--- config.mk ---
export PLATFORM = sky130hd
export DESIGN_NAME = cfg_serial_slave
export DESIGN_NICKNAME = d
export VERILOG_FILES = /design/src/rtl/cfgs_pkg.sv /design/src/rtl/cfgs_line_filter.sv /design/src/rtl/cfgs_bus_events.sv /design/src/rtl/cfgs_regbank.sv /design/src/rtl/cfg_serial_slave.sv
export SDC_FILE = /design/constraint.sdc
export NUM_CORES = 1
export LEC_CHECK = 0
export CORE_MARGIN = 2
export CORE_UTILIZATION = 63
export DETAILED_ROUTE_END_ITERATION = 16
export GPL_TIMING_DRIVEN = 0
export PLACE_DENSITY = 0.86
export REMOVE_ABC_BUFFERS = 1
export SETUP_SLACK_MARGIN = 0.2
export SLEW_MARGIN = 25
export SYNTH_ARGS = -nofsm -noshare
export SYNTH_HDL_FRONTEND = slang
export SYNTH_HIERARCHICAL = 1
export SYNTH_SLANG_ARGS = --single-unit
--- constraint.sdc ---
create_clock -name clk -period 8.1 [get_ports clk]
set_clock_uncertainty 0.15 [all_clocks]
set_input_delay 2.43 -clock clk [delete_from_list [all_inputs] [get_ports clk]]
set_output_delay 2.43 -clock clk [all_outputs]
set_load 0.005 [all_outputs]
--- src/rtl/cfgs_pkg.sv ---
package cfgs_pkg;

    localparam int BYTE_W = 8;

    typedef enum logic [3:0] {
        S_IDLE,
        S_ADDR,
        S_CMD,
        S_COUNT,
        S_WDATA,
        S_ACK,
        S_TX,
        S_TACK,
        S_IGNORE
    } cfgs_state_e;

endpackage

--- src/rtl/cfgs_line_filter.sv ---
module cfgs_line_filter #(
    parameter int SYNC_STAGES = 2,
    parameter int FILT_CYCLES = 4
) (
    input  logic clk,
    input  logic rst_n,
    input  logic line_i,
    output logic line_o
);
    localparam int CNT_W = $clog2(FILT_CYCLES + 1);

    logic [SYNC_STAGES-1:0] sync_q;
    logic [CNT_W-1:0]       cnt_q;
    logic                   raw;

    assign raw = sync_q[SYNC_STAGES-1];

    always_ff @(posedge clk or negedge rst_n) begin
        if (!rst_n) begin
            sync_q <= '1;
            cnt_q  <= '0;
            line_o <= 1'b1;
        end else begin
            sync_q <= {sync_q[SYNC_STAGES-2:0], line_i};
            if (raw == line_o) begin
                cnt_q <= '0;
            end else if (cnt_q == CNT_W'(FILT_CYCLES - 1)) begin
                line_o <= raw;
                cnt_q  <= '0;
            end else begin
                cnt_q <= cnt_q + CNT_W'(1);
            end
        end
    end
endmodule

--- src/rtl/cfgs_bus_events.sv ---
module cfgs_bus_events (
    input  logic clk,
    input  logic rst_n,
    input  logic scl_f,
    input  logic sda_f,
    output logic start_evt,
    output logic stop_evt,
    output logic scl_rise,
    output logic scl_fall
);
    logic scl_q;
    logic sda_q;

    always_ff @(posedge clk or negedge rst_n) begin
        if (!rst_n) begin
            scl_q <= 1'b1;
            sda_q <= 1'b1;
        end else begin
            scl_q <= scl_f;
            sda_q <= sda_f;
        end
    end

    assign start_evt = scl_f && scl_q && sda_q && !sda_f;
    assign stop_evt  = scl_f && scl_q && !sda_q && sda_f;
    assign scl_rise  = scl_f && !scl_q;
    assign scl_fall  = !scl_f && scl_q;
endmodule

--- src/rtl/cfgs_regbank.sv ---
module cfgs_regbank #(
    parameter int         NUM_REGS = 8,
    parameter logic [7:0] RST_BASE = 8'hC0
) (
    input  logic                  clk,
    input  logic                  rst_n,
    input  logic                  we,
    input  logic [7:0]            waddr,
    input  logic [7:0]            wdata,
    input  logic [7:0]            raddr,
    output logic [7:0]            rdata,
    output logic [NUM_REGS*8-1:0] q_flat
);
    logic [7:0] regs_q [NUM_REGS];

    for (genvar i = 0; i < NUM_REGS; i++) begin : g_reg
        always_ff @(posedge clk or negedge rst_n) begin
            if (!rst_n) begin
                regs_q[i] <= RST_BASE + 8'(i);
            end else if (we && waddr == 8'(i)) begin
                regs_q[i] <= wdata;
            end
        end
        assign q_flat[i*8 +: 8] = regs_q[i];
    end

    always_comb begin
        rdata = 8'h00;
        for (int i = 0; i < NUM_REGS; i++) begin
            if (raddr == 8'(i)) rdata = regs_q[i];
        end
    end
endmodule

--- src/rtl/cfg_serial_slave.sv ---
module cfg_serial_slave
    import cfgs_pkg::*;
#(
    parameter logic [6:0] DEV_ADDR    = 7'h69,
    parameter int         NUM_REGS    = 8,
    parameter logic [7:0] RST_BASE    = 8'hC0,
    parameter int         SYNC_STAGES = 2,
    parameter int         FILT_CYCLES = 4
) (
    input  logic                  clk,
    input  logic                  rst_n,
    input  logic                  scl_i,
    input  logic                  sda_i,
    output logic                  sda_oe,
    output logic [NUM_REGS*8-1:0] cfg_q
);
    localparam logic [7:0] NREG8 = 8'(NUM_REGS);

    logic [1:0] raw_in;
    logic [1:0] filt_out;
    logic       scl_f, sda_f;
    logic       start_evt, stop_evt, scl_rise, scl_fall;

    assign raw_in = {scl_i, sda_i};

    for (genvar g = 0; g < 2; g++) begin : g_filt
        cfgs_line_filter #(
            .SYNC_STAGES(SYNC_STAGES),
            .FILT_CYCLES(FILT_CYCLES)
        ) u_filt (
            .clk   (clk),
            .rst_n (rst_n),
            .line_i(raw_in[g]),
            .line_o(filt_out[g])
        );
    end

    assign scl_f = filt_out[1];
    assign sda_f = filt_out[0];

    cfgs_bus_events u_events (
        .clk      (clk),
        .rst_n    (rst_n),
        .scl_f    (scl_f),
        .sda_f    (sda_f),
        .start_evt(start_evt),
        .stop_evt (stop_evt),
        .scl_rise (scl_rise),
        .scl_fall (scl_fall)
    );

    cfgs_state_e state_q, state_d, after_q;
    logic [3:0]  bitcnt_q;
    logic [7:0]  shreg_q, txsh_q;
    logic        cmd_blk_q;
    logic [6:0]  cmd_idx_q;
    logic [7:0]  wr_ptr_q, cnt_left_q, rd_ptr_q;
    logic        m_ack_q, sda_oe_q;
    logic        done8, addr_hit, rb_we;
    logic [7:0]  rb_waddr, rb_raddr, rb_rdata;

    assign done8    = scl_fall && (bitcnt_q == 4'd8);
    assign addr_hit = (shreg_q[7:1] == DEV_ADDR);
    assign rb_we    = (state_q == S_WDATA) && done8 &&
                      (cnt_left_q != 8'd0) && (wr_ptr_q < NREG8);
    assign rb_waddr = wr_ptr_q;
    assign rb_raddr = (state_q == S_ADDR) ? {1'b0, cmd_idx_q} : rd_ptr_q;

    cfgs_regbank #(
        .NUM_REGS(NUM_REGS),
        .RST_BASE(RST_BASE)
    ) u_bank (
        .clk   (clk),
        .rst_n (rst_n),
        .we    (rb_we),
        .waddr (rb_waddr),
        .wdata (shreg_q),
        .raddr (rb_raddr),
        .rdata (rb_rdata),
        .q_flat(cfg_q)
    );

    // state register
    always_ff @(posedge clk or negedge rst_n) begin
        if (!rst_n) state_q <= S_IDLE;
        else        state_q <= state_d;
    end

    // next state
    always_comb begin
        state_d = state_q;
        if (start_evt) begin
            state_d = S_ADDR;
        end else if (stop_evt) begin
            state_d = S_IDLE;
        end else begin
            unique case (state_q)
                S_IDLE, S_IGNORE: state_d = state_q;
                S_ADDR:  if (done8) state_d = addr_hit ? S_ACK : S_IGNORE;
                S_CMD, S_COUNT, S_WDATA:
                         if (done8) state_d = S_ACK;
                S_ACK:   if (scl_fall) state_d = after_q;
                S_TX:    if (scl_fall && bitcnt_q == 4'd7) state_d = S_TACK;
                S_TACK:  if (scl_fall) state_d = m_ack_q ? S_TX : S_IGNORE;
                default: state_d = S_IDLE;
            endcase
        end
    end

    // outputs and datapath
    always_ff @(posedge clk or negedge rst_n) begin
        if (!rst_n) begin
            after_q    <= S_IDLE;
            bitcnt_q   <= '0;
            shreg_q    <= '0;
            txsh_q     <= '0;
            cmd_blk_q  <= 1'b1;
            cmd_idx_q  <= '0;
            wr_ptr_q   <= '0;
            cnt_left_q <= '0;
            rd_ptr_q   <= '0;
            m_ack_q    <= 1'b0;
            sda_oe_q   <= 1'b0;
        end else if (start_evt || stop_evt) begin
            bitcnt_q <= '0;
            sda_oe_q <= 1'b0;
        end else begin
            unique case (state_q)
                S_ADDR, S_CMD, S_COUNT, S_WDATA: begin
                    if (scl_rise) begin
                        shreg_q  <= {shreg_q[6:0], sda_f};
                        bitcnt_q <= bitcnt_q + 4'd1;
                    end
                    if (done8) begin
                        bitcnt_q <= '0;
                        sda_oe_q <= (state_q != S_ADDR) || addr_hit;
                        if (state_q == S_ADDR) begin
                            if (shreg_q[0]) begin
                                after_q  <= S_TX;
                                txsh_q   <= cmd_blk_q ? NREG8 : rb_rdata;
                                rd_ptr_q <= cmd_blk_q ? 8'd0 : ({1'b0, cmd_idx_q} + 8'd1);
                            end else begin
                                after_q <= S_CMD;
                            end
                        end else if (state_q == S_CMD) begin
                            cmd_blk_q  <= ~shreg_q[7];
                            cmd_idx_q  <= shreg_q[6:0];
                            cnt_left_q <= 8'd1;
                            wr_ptr_q   <= shreg_q[7] ? {1'b0, shreg_q[6:0]} : 8'd0;
                            after_q    <= shreg_q[7] ? S_WDATA : S_COUNT;
                        end else if (state_q == S_COUNT) begin
                            cnt_left_q <= shreg_q;
                            after_q    <= S_WDATA;
                        end else begin
                            if (cnt_left_q != 8'd0) cnt_left_q <= cnt_left_q - 8'd1;
                            if (wr_ptr_q != 8'hFF)  wr_ptr_q   <= wr_ptr_q + 8'd1;
                            after_q <= S_WDATA;
                        end
                    end
                end
                S_ACK: begin
                    if (scl_fall) begin
                        bitcnt_q <= '0;
                        sda_oe_q <= (after_q == S_TX) ? ~txsh_q[7] : 1'b0;
                    end
                end
                S_TX: begin
                    if (scl_fall) begin
                        if (bitcnt_q == 4'd7) begin
                            bitcnt_q <= '0;
                            sda_oe_q <= 1'b0;
                        end else begin
                            bitcnt_q <= bitcnt_q + 4'd1;
                            txsh_q   <= {txsh_q[6:0], 1'b0};
                            sda_oe_q <= ~txsh_q[6];
                        end
                    end
                end
                S_TACK: begin
                    if (scl_rise) m_ack_q <= ~sda_f;
                    if (scl_fall) begin
                        if (m_ack_q) begin
                            txsh_q   <= rb_rdata;
                            sda_oe_q <= ~rb_rdata[7];
                            if (rd_ptr_q != 8'hFF) rd_ptr_q <= rd_ptr_q + 8'd1;
                        end else begin
                            sda_oe_q <= 1'b0;
                        end
                    end
                end
                default: sda_oe_q <= 1'b0;
            endcase
        end
    end

    assign sda_oe = sda_oe_q;

endmodule

==> flow_summary.toml, run 1 <==
[final_layout]
syn2layout_area_growth_pct = 17.75
multi_input_area_sq_mm = 0.003869
nets = 754
fin_area_sq_mm = 0.008956
stdcell_count = 901
nFillCells = 764
seq_area_sq_mm = 0.003525
diodes = 0
drive_gt1_frac = 0.2679

[critical_path]
rr_worst_depth = 9
crit_path_end = "txsh_q[6]"
reg2reg_slack_ps = 3780
path_class = "flip-flop to flip-flop"
start_kind = "flip-flop"
end_kind = "flip-flop"
path_cells = "nor4b_2, buf_2, nand2_1, nand2_2, nor2_1, a222oi_1, a211oi_1, a22o_1, mux2_4"
critPathRequiredTime_ps = 8260
cp_slowest_cell = "dfrtp_1"
max_stage_delay_ps = 840
crit_path_max_fanout = 41
r2r_start = "state_q[0]"
critPathLaunch = "state_q[0]"
rr_endpoint = "txsh_q[6]"
arrival_ps = 4480

[die]
die_y_microns = 113.9
dieArea_sq_mm = 0.01297
die_w_microns = 113.9
pin_count = 69
core-area_sq_mm = 0.01191
floorplan.initialDensity = 0.6386
rows = 40

[placed_design]
post-place-cells = 869
place_congestion = 0.8968
numPortBuffers = 68
hpwl_microns = 12800
placed_area_sq_mm = 0.008352

[status]
outcome = "completed"

[synthesis]
synth_seq_cells = 139
yosys_warnings = 6
synth_largest_area_cell = "dfrtp_1"
synth_seq_area_share = 0.4634
ys_top_cells_by_count = "dfrtp_1, mux2_2, nand2_1, a21oi_1, dfstp_2"
syn-cell-area_sq_mm = 0.007606
postSynthCellCount = 689
syn_avg_cell_area_sq_um = 11.04
synthTopCellsByArea = "dfrtp_1, dfstp_2, mux2_2, mux2_4, nand2_1"
synth_most_common_cell = "dfrtp_1"
synthFlopType = "dfrtp_1"
synth_edf_count = 0
synth_top_area_frac = 0.3356
synth_cell_types = 79
ys_async_sr_fraction = 1.000

[routing]
drt_wl_total_microns = 19840
vias_per_cell = 6.788
wl_per_cell_microns = 22.02
dr.pass1.iters = 5
vias = 6116
ant_nets = 0
drt_iter0_markers = 489
drc = 0

[power]
vdd.ir_drop.worst_uv = 181.8
p_leak_nw = 3.845
power.density_mw_per_mm2 = 254.2

[grt]
antenna_found_initial = 0
grt_pass1_vias = 6066
grt_pass1_wl_microns = 31820
grt-ovfl-total = 0
grt_usage = 0.3166
grt_max_degree = 93

[clock_tree]
cts.repair.resized = 0
cts_buffers = 17
cts.hold.buffers_added = 0
htree_levels = 4
clk-insertion-delay-late_ps = 420
clk_pin_slew_ps = 60
post_cts_buffers = 0
cts_tree = "done"
cts-root-buf = "clkbuf_16"
clk_path_buf_depth = 2
clock-sinks = 139

[timing]
maxSlewHeadroom = 0.3226
fmax_ghz = 0.2317
rsz0062_at_grt = "no"
finalHoldViolCount = 0
setup_viol_count_final = 0
period_needed_ps = 4315
finalCritPeriodShare = 0.5327
worst_slew_pin_slew_ps = 1002
slew_violations = 0

[hold_path]
min_path_cells = 0
min_path_type = "flip-flop to flip-flop"

[flow_run]
max_cap_viol_count = 0
routing by layer:
layer | vias up | track usage | part of all wire
li1 | 2693 | - | -
met1 | 3046 | 0.3997 | 0.39
met2 | 333 | 0.5150 | 0.49
met3 | 44 | 0.08342 | 0.084
met4 | 0 | 0.1431 | 0.034
met5 | - | 0 | 0
how the worst min path moves through the flow:
stage | start | to | slack (ps)
3_5_place_dp | g_filt[0].u_filt/sync_q[0] | g_filt[0].u_filt/sync_q[1] | 200
5_1_grt | g_filt[1].u_filt/sync_q[0] | g_filt[1].u_filt/sync_q[1] | 210
4_1_cts | g_filt[1].u_filt/sync_q[0] | g_filt[1].u_filt/sync_q[1] | 210
2_1_floorplan | g_filt[0].u_filt/sync_q[0] | g_filt[0].u_filt/sync_q[1] | 200
3_3_place_gp | g_filt[0].u_filt/sync_q[0] | g_filt[0].u_filt/sync_q[1] | 200
6_report | g_filt[1].u_filt/sync_q[0] | g_filt[1].u_filt/sync_q[1] | 210
per-stage QoR:
| stage | hold WS (ps) | util | total power, mW | TNS [ps] | setup WS, ps |
|---|---|---|---|---|---|
| floorplan | 195.2 | - | 1.284 | 0 | 4000 |
| global placement | 200.6 | 0.6965 | 1.433 | -81140 | -802.5 |
| detailed placement | 200.9 | 0.7012 | 1.475 | 0 | 3901 |
| CTS | 210.3 | 0.7519 | 2.271 | 0 | 3883 |
| global route | 211.8 | 0.7519 | 2.383 | 0 | 3527 |
| finish | 207.0 | 0.7519 | 2.277 | 0 | 3785 |
cells by family after synthesis:
group                      count (synthesis)  share of synthesized area
and+or+nand+nor                          199                     0.1522
adders and majority gates                 10                    0.01612
buffers and inverters                     52                    0.03027
AOI/OAI and AO/OA                        168                     0.1541
DFF                                      139                     0.4634
xor gates and xnor gates                   8                   0.009211
muxes                                    113                     0.1747
layout make-up:
type / instances / area share
clock buffer: 21 / 0.05253
clock inverter: 11 / 0.01495
inverter: 15 / 0.006287
multi-input combinational: 498 / 0.4320
sequential: 139 / 0.3935
tap: 147 / 0.02054
timing repair buffer: 70 / 0.08019
power breakdown:
group	switching [mW]	internal, mW	total [mW]
Sequential	0.163	0.782	0.945
Clock	0.314	0.483	0.797
Combinational	0.313	0.222	0.535
Total	0.790	1.49	2.28
worst max-delay path, delay by kind of cell, from the launching register on:
kind,cells,cell delay (ps)
AOI/OAI and AO/OA,3,1200
muxes,1,250
DFF,1,840
buffers and inverters,1,290
and+or+nand+nor,4,1450
cell usage in the layout (no fill, tap or decap), drive strengths merged, types with 4 or more instances in the layout:
master | Yosys | routed
xor2 | 4 | 4
nand4 | 5 | 5
a21o | 9 | 9
o31ai | 9 | 9
mux2i | 9 | 9
nor2b | 14 | 14
a31oi | 6 | 6
a211o | 9 | 9
a211oi | 10 | 10
a22o | 8 | 8
or3 | 4 | 4
and4b | 4 | 4
nand2b | 5 | 5
a222oi | 7 | 7
nor4 | 4 | 4
dfstp | 37 | 37
nor3b | 11 | 11
o21ai | 31 | 31
dfrtp | 102 | 102
o21a | 4 | 4
or4 | 4 | 4
ha | 9 | 9
nor2 | 29 | 29
and3 | 6 | 6
nor3 | 18 | 18
clkdlybuf4s50 | 0 | 67
nand3 | 22 | 22
or2 | 4 | 4
mux2 | 103 | 103
o22ai | 13 | 13
a21oi | 37 | 37
nand2 | 52 | 52
clkbuf | 21 | 21
inv | 14 | 18
nor4b | 6 | 6
xnor2 | 4 | 4
sequential cells by signal (all words and copies together) (netlist names), 2 cells and up:
register	flops
bitcnt_q	4
txsh_q	8
g_filt.u_filt/sync_q	4
u_bank/q_flat	64
g_filt.u_filt/cnt_q	6
rd_ptr_q	8
cnt_left_q	8
shreg_q	8
after_q	3
state_q	4
cmd_idx_q	7
g_filt.u_filt/line_o	2
rb_waddr	8
Power figures use the tool's default switching activity.
==> run 2, diff against run 1 <==
--- a/config.mk
+++ b/config.mk
@@ -6,10 +6,10 @@
 export NUM_CORES = 1
 export LEC_CHECK = 0
 export CORE_MARGIN = 2
-export CORE_UTILIZATION = 63
+export CORE_UTILIZATION = 58
 export DETAILED_ROUTE_END_ITERATION = 16
 export GPL_TIMING_DRIVEN = 0
-export PLACE_DENSITY = 0.86
+export PLACE_DENSITY = 0.8
 export REMOVE_ABC_BUFFERS = 1
 export SETUP_SLACK_MARGIN = 0.2
 export SLEW_MARGIN = 25
==> constraint.sdc (replaced) <==
create_clock -name clk -period 4.48 [get_ports clk]
set_clock_uncertainty 0.15 [all_clocks]
set_input_delay 1.344 -clock clk [delete_from_list [all_inputs] [get_ports clk]]
set_output_delay 1.344 -clock clk [all_outputs]
set_load 0.005 [all_outputs]
==> run 2 against run 1 <==
Compared with the run above:
- routed wire length increased by 0.82%
- register-to-register slack worse by 3200 ps
- final cell count grew 2.8%
- clock power grew 91%
- critical path depth rose by 1
- sequential share of layout area decreased by 0.39 points
- first-iteration DRC count rose by 28%
- count of clock-buffer cells in the layout increased by 1
- non-clock buffer count did not move
- die area rose by 8.3%
- sequential cell count unchanged
- power rose by 86%
- largest cell class unchanged
- largest power group unchanged
- highest routed layer unchanged
==> flow_summary.toml, run 2 (same netlist as run 1, synthesis figures left out) <==
[routing]
drt_wl_total_microns = 20000
vias = 6073
wl_per_cell_microns = 21.60
drc = 0
ant_nets = 0
dr.pass1.iters = 6
vias_per_cell = 6.558
drt_iter0_markers = 627

[power]
pwr-share-comb = 0.236
p_leak_nw = 3.871
vdd.ir_drop.worst_uv = 280.9
p_switching_mw = 1.423
power.density_mw_per_mm2 = 467.0
clkPwrFrac = 0.360
switching_share = 0.3366
total_power_mw = 4.226
p_int_mw = 2.803
seq_power_share = 0.404

[timing]
layout_setup_ws_ps = 576.4
rsz0062_at_grt = "no"
holdWs_ps = 205.9
worst_slew_pin_slew_ps = 992.8
maxSlewHeadroom = 0.3287
setup_viol_count_final = 0
slew_violations = 0
finalHoldViolCount = 0
fmax_ghz = 0.2562
finalCritPeriodShare = 0.8713
period_needed_ps = 3904
tns_ps = 0

[die]
pin_count = 69
dieArea_sq_mm = 0.01405
core-area_sq_mm = 0.01272
die_y_microns = 118.5
rows = 41
floorplan.initialDensity = 0.5979
die_w_microns = 118.5

[final_layout]
largest_reg_flops = 64
nets = 754
drive_gt1_frac = 0.2706
diodes = 0
stdcell_count = 926
layout_commonest_cell = "dfrtp_1"
fin_util = 0.7113
fin_area_sq_mm = 0.009050
syn2layout_area_growth_pct = 18.98
final_cell_mix = "dfrtp_1, mux2_2, clkdlybuf4s50_1, nand2_1"

[status]
outcome = "completed"

[clock_tree]
clk_path_buf_depth = 2
clk-insertion-delay-late_ps = 430
cts-root-buf = "clkbuf_16"
htree_levels = 4
cts_tree = "done"
cts_buffers = 17
clock-sinks = 139
clk_pin_slew_ps = 60

[grt]
grt_pass1_wl_microns = 32270
grt_usage = 0.2921
grt_pass1_vias = 6137
grt-ovfl-total = 0
grt_max_degree = 88
antenna_found_initial = 0

[placed_design]
numPortBuffers = 68
place_congestion = 0.8754
post-place-cells = 894
place_ws_ps = 157.7
hpwl_microns = 13070
placed_area_sq_mm = 0.008383

[flow_run]
max_cap_viol_count = 0

[critical_path]
crit_path_max_fanout = 33
cp_slowest_cell = "a211oi_1"
start_kind = "flip-flop"
arrival_ps = 4060
reg2reg_slack_ps = 580
crit_path_end = "sda_oe"
r2r_start = "state_q[3]"
crit_buf_inv = 0
end_kind = "flip-flop"
rr_endpoint = "sda_oe"
cp_top_family = "simple AND/OR/NAND/NOR gates"
crit_cells = 10
path_class = "flip-flop to flip-flop"
rr_worst_depth = 10
critPathLaunch = "state_q[3]"
critPathRequiredTime_ps = 4640
max_stage_delay_ps = 640
path_cells = "nor2_1, nand2_1, nand2_1, nand2_4, nand2b_1, o22ai_1, a211oi_1, o31ai_1, nor3_1, o31ai_1"

[hold_path]
min_path_type = "flip-flop to flip-flop"
-- run 2: what timing repair did --
action / 4_1_cts / 5_1_grt
endpoints found under the setup margin: 1 / 5
hold buffers: 0 / 0
endpoints found under the hold margin: 0 / 0
buffers inserted: 0 / 0
resized for setup: 2 / 5
-- run 2: power by group through the flow --
stage	logic (mW)	registers (mW)	clock network, mW
after global routing	1.08	1.73	1.58
after CTS	0.967	1.70	1.53
after detailed placement	0.948	1.71	0
final	0.996	1.71	1.52
after floorplan	0.724	1.60	0
after global placement	0.905	1.70	0
-- run 2: area by class of cell --
class	instances	area, sq um
multi-input combinational	498	3894
fill	916	3672
sequential	139	3526
timing repair buffer	70	718.2
clock buffer	22	474.2
tap	172	215.2
clock inverter	10	166.4
inverter	15	56.30
-- run 2: how the worst min path moves through the flow --
stage	startpoint	end	depth (start not counted)
3_5_place_dp	g_filt[0].u_filt/sync_q[0]	g_filt[0].u_filt/sync_q[1]	0
4_1_cts	g_filt[1].u_filt/sync_q[0]	g_filt[1].u_filt/sync_q[1]	0
3_3_place_gp	g_filt[0].u_filt/sync_q[0]	g_filt[0].u_filt/sync_q[1]	0
5_1_grt	g_filt[1].u_filt/sync_q[0]	g_filt[1].u_filt/sync_q[1]	0
6_report	g_filt[1].u_filt/sync_q[0]	g_filt[1].u_filt/sync_q[1]	0
2_1_floorplan	g_filt[0].u_filt/sync_q[0]	g_filt[0].u_filt/sync_q[1]	0
-- run 2: per-layer routing --
| layer | track usage | part of all wire | vias to the layer above | routed length, microns |
|---|---|---|---|---|
| li1 | - | - | 2688 | - |
| met1 | 0.3735 | 0.41 | 3085 | 8266 |
| met2 | 0.4722 | 0.48 | 248 | 9681 |
| met3 | 0.07674 | 0.072 | 52 | 1439 |
| met4 | 0.1228 | 0.031 | 0 | 615 |
| met5 | 0 | 0 | - | 0 |
==> run 3, diff against run 2 <==
--- a/config.mk
+++ b/config.mk
@@ -6,8 +6,9 @@
 export NUM_CORES = 1
 export LEC_CHECK = 0
 export CORE_MARGIN = 2
-export CORE_UTILIZATION = 58
+export CORE_UTILIZATION = 64
 export DETAILED_ROUTE_END_ITERATION = 16
+export DONT_BUFFER_PORTS = 1
 export GPL_TIMING_DRIVEN = 0
 export PLACE_DENSITY = 0.8
 export REMOVE_ABC_BUFFERS = 1
==> run 3 against run 2 <==
Compared with the run above:
- the flow now finishes with violations (design-rule violations)
- worst hold slack barely moved
- non-clock buffer count shrank 69
- count of clock-buffer cells in the layout down 4
- routed wire length shrank 2.9%
- worst setup slack worse by 170 ps
- maximum frequency decreased by 4.1%
- power is 3.4% lower
- largest cell class unchanged
- critical path depth stayed put
- die area down 9.1%
- utilization increased by 0.37 points
- clock power shrank 8%
==> flow_summary.toml, run 3 (same netlist as run 1, synthesis figures left out) <==
[grt]
antenna_found_initial = 0
grt_pass1_wl_microns = 31220
grt-ovfl-total = 0
grt_pass1_vias = 5819
grt_usage = 0.3147
grt_max_degree = 140

[final_layout]
seq_area_sq_mm = 0.003526
largest_reg_flops = 64
syn2layout_area_growth_pct = 8.258
stdcell_count = 828
final_cell_mix = "dfrtp_1, mux2_2, nand2_1, a21oi_1, dfstp_2"
diodes = 0
drive_gt1_frac = 0.2978
fin_util = 0.7150
multi_input_area_sq_mm = 0.003881
nets = 685
layout_commonest_cell = "dfrtp_1"
fin_area_sq_mm = 0.008234
nFillCells = 788

[timing]
period_needed_ps = 4070
fmax_ghz = 0.2457
finalHoldViolCount = 0
finalCritPeriodShare = 0.9086
holdWs_ps = 205.5
slew_violations = 0
maxSlewHeadroom = 0.3290
setup_viol_count_final = 0
worst_slew_pin_slew_ps = 992.2
rsz0062_at_grt = "no"

[placed_design]
numPortBuffers = 0
hpwl_microns = 12460
place_congestion = 0.9136
placed_area_sq_mm = 0.007634
post-place-cells = 796

[critical_path]
reg2reg_slack_ps = 410
end_kind = "flip-flop"
rr_worst_depth = 10
start_kind = "flip-flop"
crit_path_max_fanout = 33
critPathRequiredTime_ps = 4640
max_stage_delay_ps = 650
path_cells = "nor4b_2, buf_2, nand2_1, nand2_2, mux2i_1, a211o_1, a211oi_1, o31ai_1, nor3_1, o31ai_1"
cp_slowest_cell = "dfrtp_1"
path_class = "flip-flop to flip-flop"
crit_path_frequent_cell = "o31ai_1"
arrival_ps = 4230

[routing]
ant_nets = 0
vias_per_cell = 6.979
drt_iter0_markers = 588
vias = 5779
dr.pass1.iters = 11
drt_wl_total_microns = 19420
wl_per_cell_microns = 23.45
drc = 1

[hold_path]
min_path_cells = 0
min_path_type = "flip-flop to flip-flop"

[status]
violations = "design-rule violations"
outcome = "finished, violations left"

[die]
rows = 39
die_y_microns = 113.0
die_w_microns = 113.0
pin_count = 69
dieArea_sq_mm = 0.01277
core-area_sq_mm = 0.01152
floorplan.initialDensity = 0.6605

[clock_tree]
clock-sinks = 139
cts-root-buf = "clkbuf_16"
clk-insertion-delay-late_ps = 430
cts.hold.buffers_added = 0
cts_tree = "done"
clk_path_buf_depth = 2
post_cts_buffers = 0
clk_pin_slew_ps = 60
cts_buffers = 17
htree_levels = 4

[power]
total_power_mw = 4.082
power.density_mw_per_mm2 = 495.7
vdd.ir_drop.worst_uv = 385.4
p_leak_nw = 3.594

[flow_run]
max_cap_viol_count = 0
run 3: cell types whose count changed in the layout (fill, tap and decap cells not counted), sizes merged:
cell,delta
buf,-2
bufinv,-2
clkbuf,-4
clkdlybuf4s50,-67
inv,+6
run 3: where the power goes:
group | leakage [nW] | switching (mW) | internal (mW)
clock network | 0.284 | 0.569 | 0.830
registers | 1.78 | 0.309 | 1.41
logic | 1.53 | 0.560 | 0.399
total | 3.59 | 1.44 | 2.64
run 3: timing repair:
| action | in CTS | in global routing |
|---|---|---|
| endpoints found under the hold margin | 0 | 0 |
| gates resized for setup | 2 | 3 |
| gates cloned | 0 | 0 |
| endpoints found under the setup margin | 1 | 5 |
run 3: path summary, 6_finish.rpt:
kind / from / end
min reg2reg: g_filt[1].u_filt/sync_q[0] / g_filt[1].u_filt/sync_q[1]
max reg2reg: state_q[1] / sda_oe
min: g_filt[1].u_filt/sync_q[0] / g_filt[1].u_filt/sync_q[1]
max: state_q[1] / sda_oe
min in group asynchronous: rst_n / g_filt[0].u_filt/cnt_q[2]
max in group asynchronous: rst_n / u_bank/q_flat[24]
run 3: worst max-delay path, delay by kind of cell (launching register included):
kind                   cells  cell delay, ps
AOI/OAI and AO/OA          4            1140
buffers and inverters      1             300
DFF                        1             650
muxes                      1             180
and+or+nand+nor            4            1520
run 3: layer usage:
layer	wire length, microns	vias to the layer above	GRT usage
met4	611	0	0.1203
met5	0	-	0
li1	-	2554	-
met3	1701	51	0.1028
met2	9340	278	0.5030
met1	7763	2896	0.4019
run 3: metrics by stage:
step	TNS (ps)	worst slack (ps)
floorplan	0	380.1
global placement	-7996	-1000
detailed placement	0	226.1
CTS	0	282.6
global route	0	259.7
finish	0	409.6
run 3: cell type report:
type	instances	share of cell area
inverters	15	0.006838
clock buffers	18	0.05212
flip-flops and latches	139	0.4282
clock inverters	14	0.01915
repair buffers	1	0.0006078
well taps	143	0.02173
multi-input cells	498	0.4714
